===== src/rtl/pagebuf_spi_front.sv =====
module pagebuf_spi_front #(
  parameter int DEPTH = 264,
  parameter logic [7:0] OP_WR = 8'h84,
  parameter logic [7:0] OP_RD_TRAIL = 8'hD4,
  parameter logic [7:0] OP_RD_LEAD = 8'h54
) (
  input  logic clk,
  input  logic rst,
  input  logic cs_n,
  input  logic sck,
  input  logic si,
  output logic so,
  output logic so_oe
);
  localparam int AW = $clog2(DEPTH);

  typedef enum logic [2:0] {P_OP, P_A1, P_A2, P_A3, P_DUMMY, P_DATA, P_IGN} phase_t;

  phase_t phase;
  logic sck_q, so_r;
  logic [2:0] bitcnt;
  logic [7:0] sh, op, cur;
  logic [AW-1:0] addr;
  logic [7:0] mem [DEPTH];

  wire rise = sck & ~sck_q & ~cs_n;
  wire fall = ~sck & sck_q & ~cs_n;
  wire [7:0] rx = {sh[6:0], si};
  wire done = rise && bitcnt == 3'd7;
  wire is_rd = (op == OP_RD_TRAIL) || (op == OP_RD_LEAD);
  wire in_rng = int'(addr) < DEPTH;
  wire [AW-1:0] addr_nx = (int'(addr) >= DEPTH - 1) ? '0 : addr + 1'b1;
  wire [7:0] rd_byte = in_rng ? mem[addr] : 8'hFF;
  wire shift_out = phase == P_DATA &&
                   ((op == OP_RD_TRAIL && fall) || (op == OP_RD_LEAD && rise));
  wire wr_en = done && phase == P_DATA && op == OP_WR && in_rng;

  assign so = so_r;
  assign so_oe = ~cs_n & is_rd & (phase == P_DATA);

  always_ff @(posedge clk)
    if (wr_en) mem[addr] <= rx;

  always_ff @(posedge clk) begin
    sck_q <= sck;
    if (rst) so_r <= 1'b1;
    else if (shift_out) so_r <= cur[~bitcnt];
    if (rst || cs_n) begin
      bitcnt <= '0;
      phase <= P_OP;
      op <= '0;
    end else begin
      if (rise) begin
        sh <= rx;
        bitcnt <= bitcnt + 1'b1;
      end
      if (done) begin
        case (phase)
          P_OP: begin
            op <= rx;
            phase <= (rx == OP_WR || rx == OP_RD_TRAIL || rx == OP_RD_LEAD) ? P_A1 : P_IGN;
          end
          P_A1: phase <= P_A2;
          P_A2: begin
            addr[AW-1] <= rx[0];
            phase <= P_A3;
          end
          P_A3: begin
            addr[7:0] <= rx;
            phase <= (op == OP_WR) ? P_DATA : P_DUMMY;
          end
          P_DUMMY: begin
            cur <= rd_byte;
            addr <= addr_nx;
            phase <= P_DATA;
          end
          P_DATA: begin
            if (is_rd) cur <= rd_byte;
            addr <= addr_nx;
          end
          default: phase <= P_IGN;
        endcase
      end
    end
  end

  AST_CS_CLEARS: assert property (@(posedge clk) disable iff (rst)
    cs_n |=> (bitcnt == 3'd0 && phase == P_OP));
  AST_IGN_HOLDS: assert property (@(posedge clk) disable iff (rst)
    (phase == P_IGN && !cs_n) |=> phase == P_IGN);
  AST_ADDR_WRAP: assert property (@(posedge clk) disable iff (rst)
    (done && (phase == P_DATA || phase == P_DUMMY) && int'(addr) >= DEPTH - 1) |=> addr == '0);
  AST_TRAIL_EDGE: assert property (@(posedge clk) disable iff (rst)
    (op == OP_RD_TRAIL && !fall) |=> $stable(so));
  AST_LEAD_EDGE: assert property (@(posedge clk) disable iff (rst)
    (op == OP_RD_LEAD && !rise) |=> $stable(so));
endmodule


===== config.mk =====
export PLATFORM = sky130hd
export DESIGN_NAME = pagebuf_spi_front
export DESIGN_NICKNAME = d
export VERILOG_FILES = /design/src/rtl/pagebuf_spi_front.sv
export SDC_FILE = /design/constraint.sdc
export NUM_CORES = 2
export LEC_CHECK = 0
export ABC_AREA = 1
export BUFFER_PORTS_ARGS = -buffer_cell sky130_fd_sc_hd__buf_2
export CORE_MARGIN = 3
export CORE_UTILIZATION = 50
export CTS_CLUSTER_DIAMETER = 150
export CTS_CLUSTER_SIZE = 40
export DETAILED_ROUTE_END_ITERATION = 7
export GPL_TIMING_DRIVEN = 0
export PLACE_DENSITY = 0.71
export REMOVE_ABC_BUFFERS = 1
export SLEW_MARGIN = 40
export SYNTH_ARGS = -nofsm -noshare
export SYNTH_HDL_FRONTEND = slang
export SYNTH_SLANG_ARGS = --single-unit

===== constraint.sdc =====
create_clock -name clk -period 4.6 [get_ports clk]
set_clock_uncertainty 0.15 [all_clocks]
set_input_delay 0.46 -clock clk [delete_from_list [all_inputs] [get_ports clk]]
set_output_delay 0.46 -clock clk [all_outputs]
set_load 0.02 [all_outputs]

# Word level (Yosys, flattened, before mapping)

Memory sizes are Yosys's and may differ from the RTL's.
Index checks and enable logic that the tools add are counted.
Widths: inputs -> output; s select.

Bits in registers: 40
Bits in writable memories: 2112
Bits of input ports: 5
Output and inout port bits: 2
Memories: 1

Memory list:

| memory | words | bits a word | read ports | clocked after memory_dff | wr ports | RTL line | text |
|---|---|---|---|---|---|---|---|
| mem    | 264   | 8           | 1          | 0                        | 1        | 24       | `logic [7:0] mem [DEPTH];` |

Add/sub/neg operators: 2
$lt $le $gt $ge: 3
Eq/ne operators: 13
Multiplexer cells: 13
Bitwise operators: 12
Reductions and logical operators: 23

Operators with widths:

| kind                | number |
|---|---|
| $eq 8x8->1 const B  | 4 |
| $pmux 8 s2          | 2 |
| $pmux 3 s6          | 1 |
| $eq 8x7->1 const B  | 2 |
| $mux 8              | 2 |
| $add 9x1->9 const B | 1 |
| $eq 3x3->1 const B  | 3 |
| $ge 9x9->1 const B  | 1 |
| $lt 9x9->1 const B  | 1 |
| $mux 9              | 1 |
| $logic_and 1x1->1   | 7 |
| $and 1x1->1         | 6 |
| $eq 3x2->1 const B  | 2 |
| $reduce_and 2->1    | 3 |
| $reduce_and 3->1    | 2 |
| $reduce_bool 2->1   | 3 |
| $logic_or 1x1->1    | 5 |
| $not 1->1           | 5 |
| $lt 3x4->1 const B  | 1 |
| $mux 1              | 4 |
| $reduce_and 4->1    | 1 |
| $add 3x1->3 const B | 1 |
| $bmux 1 s3          | 1 |
| $eq 3x1->1 const B  | 1 |
| 6 further kinds     | 6 |

# Longest topological paths before layout

Word-level depth: 9
Mapped depth: 19

# Least setup slack after synthesis

No wires, ideal clock.

Kind: register -> register
Start point: register sh[5]
End point: register phase[2]
Library setup time: 0.118 ns
Data arrival time: 4.455 ns
Data required time: 4.332 ns
Setup slack: -0.123 ns
Cell stages (with the launch flop): 10
Cell sequence: edfxtp_1 > inv_1 > a211oi_1 > nand3_1 > nand2_1 > nor2_1 > inv_1 > nand2_1 > nand2_1 > a21oi_1

Longest elaborated chain between the ends: 5
Elaborated cells between the ends (all ways): 7
Classes of those cells: 3 x eq/ne; 2 x mux; 2 x reduce/logical

RTL lines:

| what                     | RTL line | text |
|---|---|---|
| start: declaration       | 22       | `logic [7:0] sh, op, cur;` |
| start signal: assignment | 54       | `sh <= rx;` |
| $eq 8x8->1               | 61       | `phase <= (rx == OP_WR \|\| rx == OP_RD_TRAIL \|\| rx == OP_RD_LEAD) ? P_A1 : P_IGN;` |
| $logic_or 1x1->1         | 61       |  |
| $logic_or 1x1->1 *       | 61       |  |
| $mux 3 *                 | 61       |  |
| $pmux 3 s6 *             | 58       | `case (phase)` |
| end signal: assignment   | 61       |  |
| end signal: assignment   | 70       | `phase <= (op == OP_WR) ? P_DATA : P_DUMMY;` |
| end: declaration         | 19       | `phase_t phase;` |

Mark *: on every way between the ends. The rest lies on a longest branch, timed or not.
A chain may end at the register's enable or synchronous reset.

# Final worst setup path

Start point: register addr[1]
End point: register cur[1] (data pin)

Longest elaborated chain between the ends: 4
Elaborated cells between the ends (all ways): 5
Classes of those cells: 1 x order compare; 3 x mux; 1 x memory

RTL lines:

| what                                               | RTL line | text |
|---|---|---|
| start: declaration                                 | 23       | `logic [AW-1:0] addr;` |
| start signal: indexed assignment                   | 65       | `addr[AW-1] <= rx[0];` |
| start signal: assignment                           | 69       | `addr[7:0] <= rx;` |
| start signal: assignment                           | 74       | `addr <= addr_nx;` |
| $mem_v2 264x8 / $lt 9x9->1 (equally long branches) | --       |  |
| $mux 8 *                                           | 33       | `wire [7:0] rd_byte = in_rng ? mem[addr] : 8'hFF;` |
| $mux 8                                             | 78       | `if (is_rd) cur <= rd_byte;` |
| $pmux 8 s2 *                                       | 58       |  |
| end signal: assignment                             | 73       | `cur <= rd_byte;` |
| end signal: assignment                             | 78       |  |
| end: declaration                                   | 22       |  |

Mark *: on every way between the ends. The rest lies on a longest branch, timed or not. The select of a mux whose other input is x is not followed.

==> impl_results.md <==
* Sequential share of the synthesized area at 0.7218
* Crit-path max FO at 70
* Leakage at 35.41 nW
* Syn Area/Cell at 10.92 sq um
* Reg clk slew, reported paths at 0.15 ns
* Synth Warn # at 0
* TritonCTS Sinks at 2152
* Maximum clock path buffer count at 3
* Die X at 428.6 um
* Cell area after layout at 98050 sq um
* Syn Inst Count at 8179
* Pre-Repair DR Iteration Count at 7
* Status: finished clean
* Number of flops mapped to enable cells by yosys at 2136
* Worst reg2reg path depth at 20
* Achievable Freq at 217.9 MHz
* DP Area at 95020 sq um
* Reg2Reg Setup Slack at 0.01 ns
* Avg WL per Cell at 21.86 um
* CP peak stage delay at 0.50 ns
* Remaining DRCs at 0
* GRT Util Overall at 0.2404
* Starting density of the core at 0.5049
* Worst-Skew Late Latency at 0.78 ns
* Die H at 428.6 um
* Power per cell area at 299.9 nW/um^2
* Row count at 154
* I/O pin count at 7
* WP data arrival at 4.98 ns
* Area of the multi-input gates at 22400 sq um
* Worst path bufs/invs at 9
* Final WL at 229700 um
* Synth unique cells at 31
* Largest net degree at the start of global routing at 146
* Startpoint types: flip-flop
* Full die area at 183700 sq um
* Delay-heaviest family, CP: buffers and inverters
* Max-slew violations at 0
* Max VDD drop at 0.3059 mV
* Share of layout cells above drive strength 1 at 0.08035
* RSZ-0062 raised after global routing: true
* Syn-to-layout area delta at 9.795%
* Final min period at 4.588 ns
* PortBufs at 6
* Dominant synthesized flop cell: edfxtp_1
* Setup Crit Path Kind: flip-flop to flip-flop
* Leading cell type in the layout, fill and taps excluded: edfxtp_1
* Avg Vias per Cell at 5.632
* Reg2reg end: cur[1]$_SDFFCE_PP1P_
* Final setup violation count at 0
* Post-Synthesis Cell Area at 89300 sq um
* Global-route wire length before repair at 340900 um
* Setup TNS at 0 ns
* Worst hold-check path type: input pin to flip-flop
* Critical Path RT at 4.99 ns
* Routability Congestion at 0.8362
* Final ANT Viol Nets at 0
* DRT iter0 DRCs at 7774
* Post-layout util at 0.5543
* Fin crit share at 0.9975
* Ys async rst share at 0
* CP endpoint kind: flip-flop
* Synthesis-stage register bit count at 2152
* Endpoints failing hold at 0
* Sequential standard cell area at 64460 sq um
* Worst Tran Pin Value at 1.042 ns
* GRT overflow at 0
* CTS H-Tree Depth at 2
* Nets at 8148
* DP Wirelength at 146300 um
* Initial antenna violation count at 2
* CTS tree: built
* # fillers at 14278
* CP cell instances: buf_6, buf_6, buf_6, buf_6, buf_8, buf_6, inv_16, buf_16, buf_16, nor2_1, o21ai_0, nand2_1, nand2_1, nand2_1, o21ai_1, nand2_1, nor2_1, nor2_1, nor2_1, nand2_1
* Hold EP: op[2]$_SDFFE_PP0P_
* Leading cell types in the layout, fill and taps excluded: 2136 x edfxtp_1, 2046 x nand2_1, 1665 x nor2_1
* Max-cap violations at 0
* Core Area at 176900 sq um
* Worst reg2reg startpoint: addr[1]$_DFFE_PP_
* CTS Buf Count at 59
* Clock root buffer: clkbuf_16
* Min-delay src: cs_n
* CP max-delay cell: edfxtp_1
* Via count at 59171
* Max_slew headroom at 0.3039
* Vias in the first global route at 55367
* Hold Path Cell Cnt at 4
-- logic make-up (layout without fill, tap and decap cells) --
family | count (synthesis) | in the layout | share of synthesized area
AOI/OAI and AO/OA | 1071 | 1071 | 0.06126
other | 0 | 3 | 0
xor gates and xnor gates | 3 | 3 | 0.0002943
and+or+nand+nor | 4105 | 4105 | 0.1753
DFF | 2152 | 2152 | 0.7218
buffers and inverters | 842 | 827 | 0.04051
adders and majority gates | 6 | 6 | 0.0008406
-- cell type report --
class                           instances  area share
Sequential cell                      2152      0.6574
Multi-Input combinational cell       5185      0.2285
Timing Repair Buffer                  353     0.05227
Tap cell                             2340     0.02986
Clock buffer                           87     0.01656
Inverter                              385     0.01515
Clock inverter                          1  0.00008933
Timing Repair inverter                  1  0.00008933
Antenna cell                            3  0.00007657
-- tightest hold or removal path, delay by kind of cell --
kind,cells,cell delay [ns]
AND/OR/NAND/NOR,1,0.19
buffers and inverters,1,0.15
AO/OA/AOI/OAI,2,0.16
-- worst max-delay path by stage --
stage                            from                    end  slack (ns)  depth (start not counted)
finish              addr[1]$_DFFE_PP_   cur[1]$_SDFFCE_PP1P_        0.01                         20
global route        addr[5]$_DFFE_PP_  mem[210][3]$_DFFE_PP_        -0.1                         11
CTS                 addr[1]$_DFFE_PP_  mem[237][7]$_DFFE_PP_       -0.23                         14
detailed placement  addr[0]$_DFFE_PP_   cur[7]$_SDFFCE_PP1P_       -1.16                         26
global placement    addr[0]$_DFFE_PP_  mem[258][3]$_DFFE_PP_      -98.33                          6
floorplan           addr[0]$_DFFE_PP_  mem[114][0]$_DFFE_PP_      -38.66                          6
-- repair_timing --
item	4_1_cts	5_1_grt
buffers inserted	2	4
pin swaps	1	1
resized for setup	182	70
hold buffers	4	0
setup endpoints to repair	1460	1101
cloned	9	6
endpoints found under the hold margin	55	0
-- synthesized netlist by cell type, types with 3 or more instances --
library cell | count | area, sq um
a21oi_1 | 18 | 90.09
xor2_1 | 3 | 26.28
nand3_1 | 147 | 735.7
buf_2 | 186 | 930.9
o211ai_1 | 11 | 82.58
inv_1 | 378 | 1419
inv_2 | 3 | 11.26
buf_4 | 21 | 157.7
ha_1 | 6 | 75.07
nor3_1 | 5 | 25.02
dfxtp_1 | 16 | 320.3
buf_6 | 19 | 214.0
clkbuf_1 | 197 | 739.5
edfxtp_1 | 2136 | 64140
o221ai_1 | 5 | 43.79
o21ai_1 | 128 | 640.6
nor2_2 | 3 | 18.77
nand4_1 | 17 | 106.4
nand2_1 | 2074 | 7785
o22ai_1 | 34 | 212.7
buf_1 | 34 | 127.6
nor2_1 | 1858 | 6974
o21ai_0 | 870 | 4354
clkinv_1 | 3 | 11.26
-- metrics by stage --
step	instances	power (mW)	hold WS, ns	worst slack (ns)
after global routing	10504	30.03	0.05149	-0.09932
final	10507	29.40	0.06926	0.01163
after global placement	10068	21.93	0.2963	-98.33
after floorplan	7722	21.81	0.2802	-38.66
after CTS	10495	29.42	0.01963	-0.2311
after detailed placement	10393	21.94	0.3045	-1.156
-- per-layer routing --
| layer | vias up | GRT usage | share of wire |
|---|---|---|---|
| met4 | 0 | 0.08818 | 0.040 |
| li1 | 27246 | - | - |
| met3 | 440 | 0.03452 | 0.098 |
| met1 | 28479 | 0.3347 | 0.39 |
| met2 | 3006 | 0.3877 | 0.47 |
| met5 | - | 0 | 0 |
-- power breakdown --
part	internal, mW	leakage [nW]	switching (mW)
clock network	2.49	0.787	5.42
logic	0.0479	15.3	0.137
registers	21.3	19.3	0.00393
total	23.8	35.4	5.56
-- state kept, by name (all words and copies together) (netlist names) --
| name | count |
|---|---|
| addr | 9 |
| bitcnt | 3 |
| cur | 8 |
| mem | 2112 |
| op | 8 |
| phase | 3 |
| sck_q | 1 |
| sh | 7 |
| so | 1 |
(Power assumes the default switching activity.)
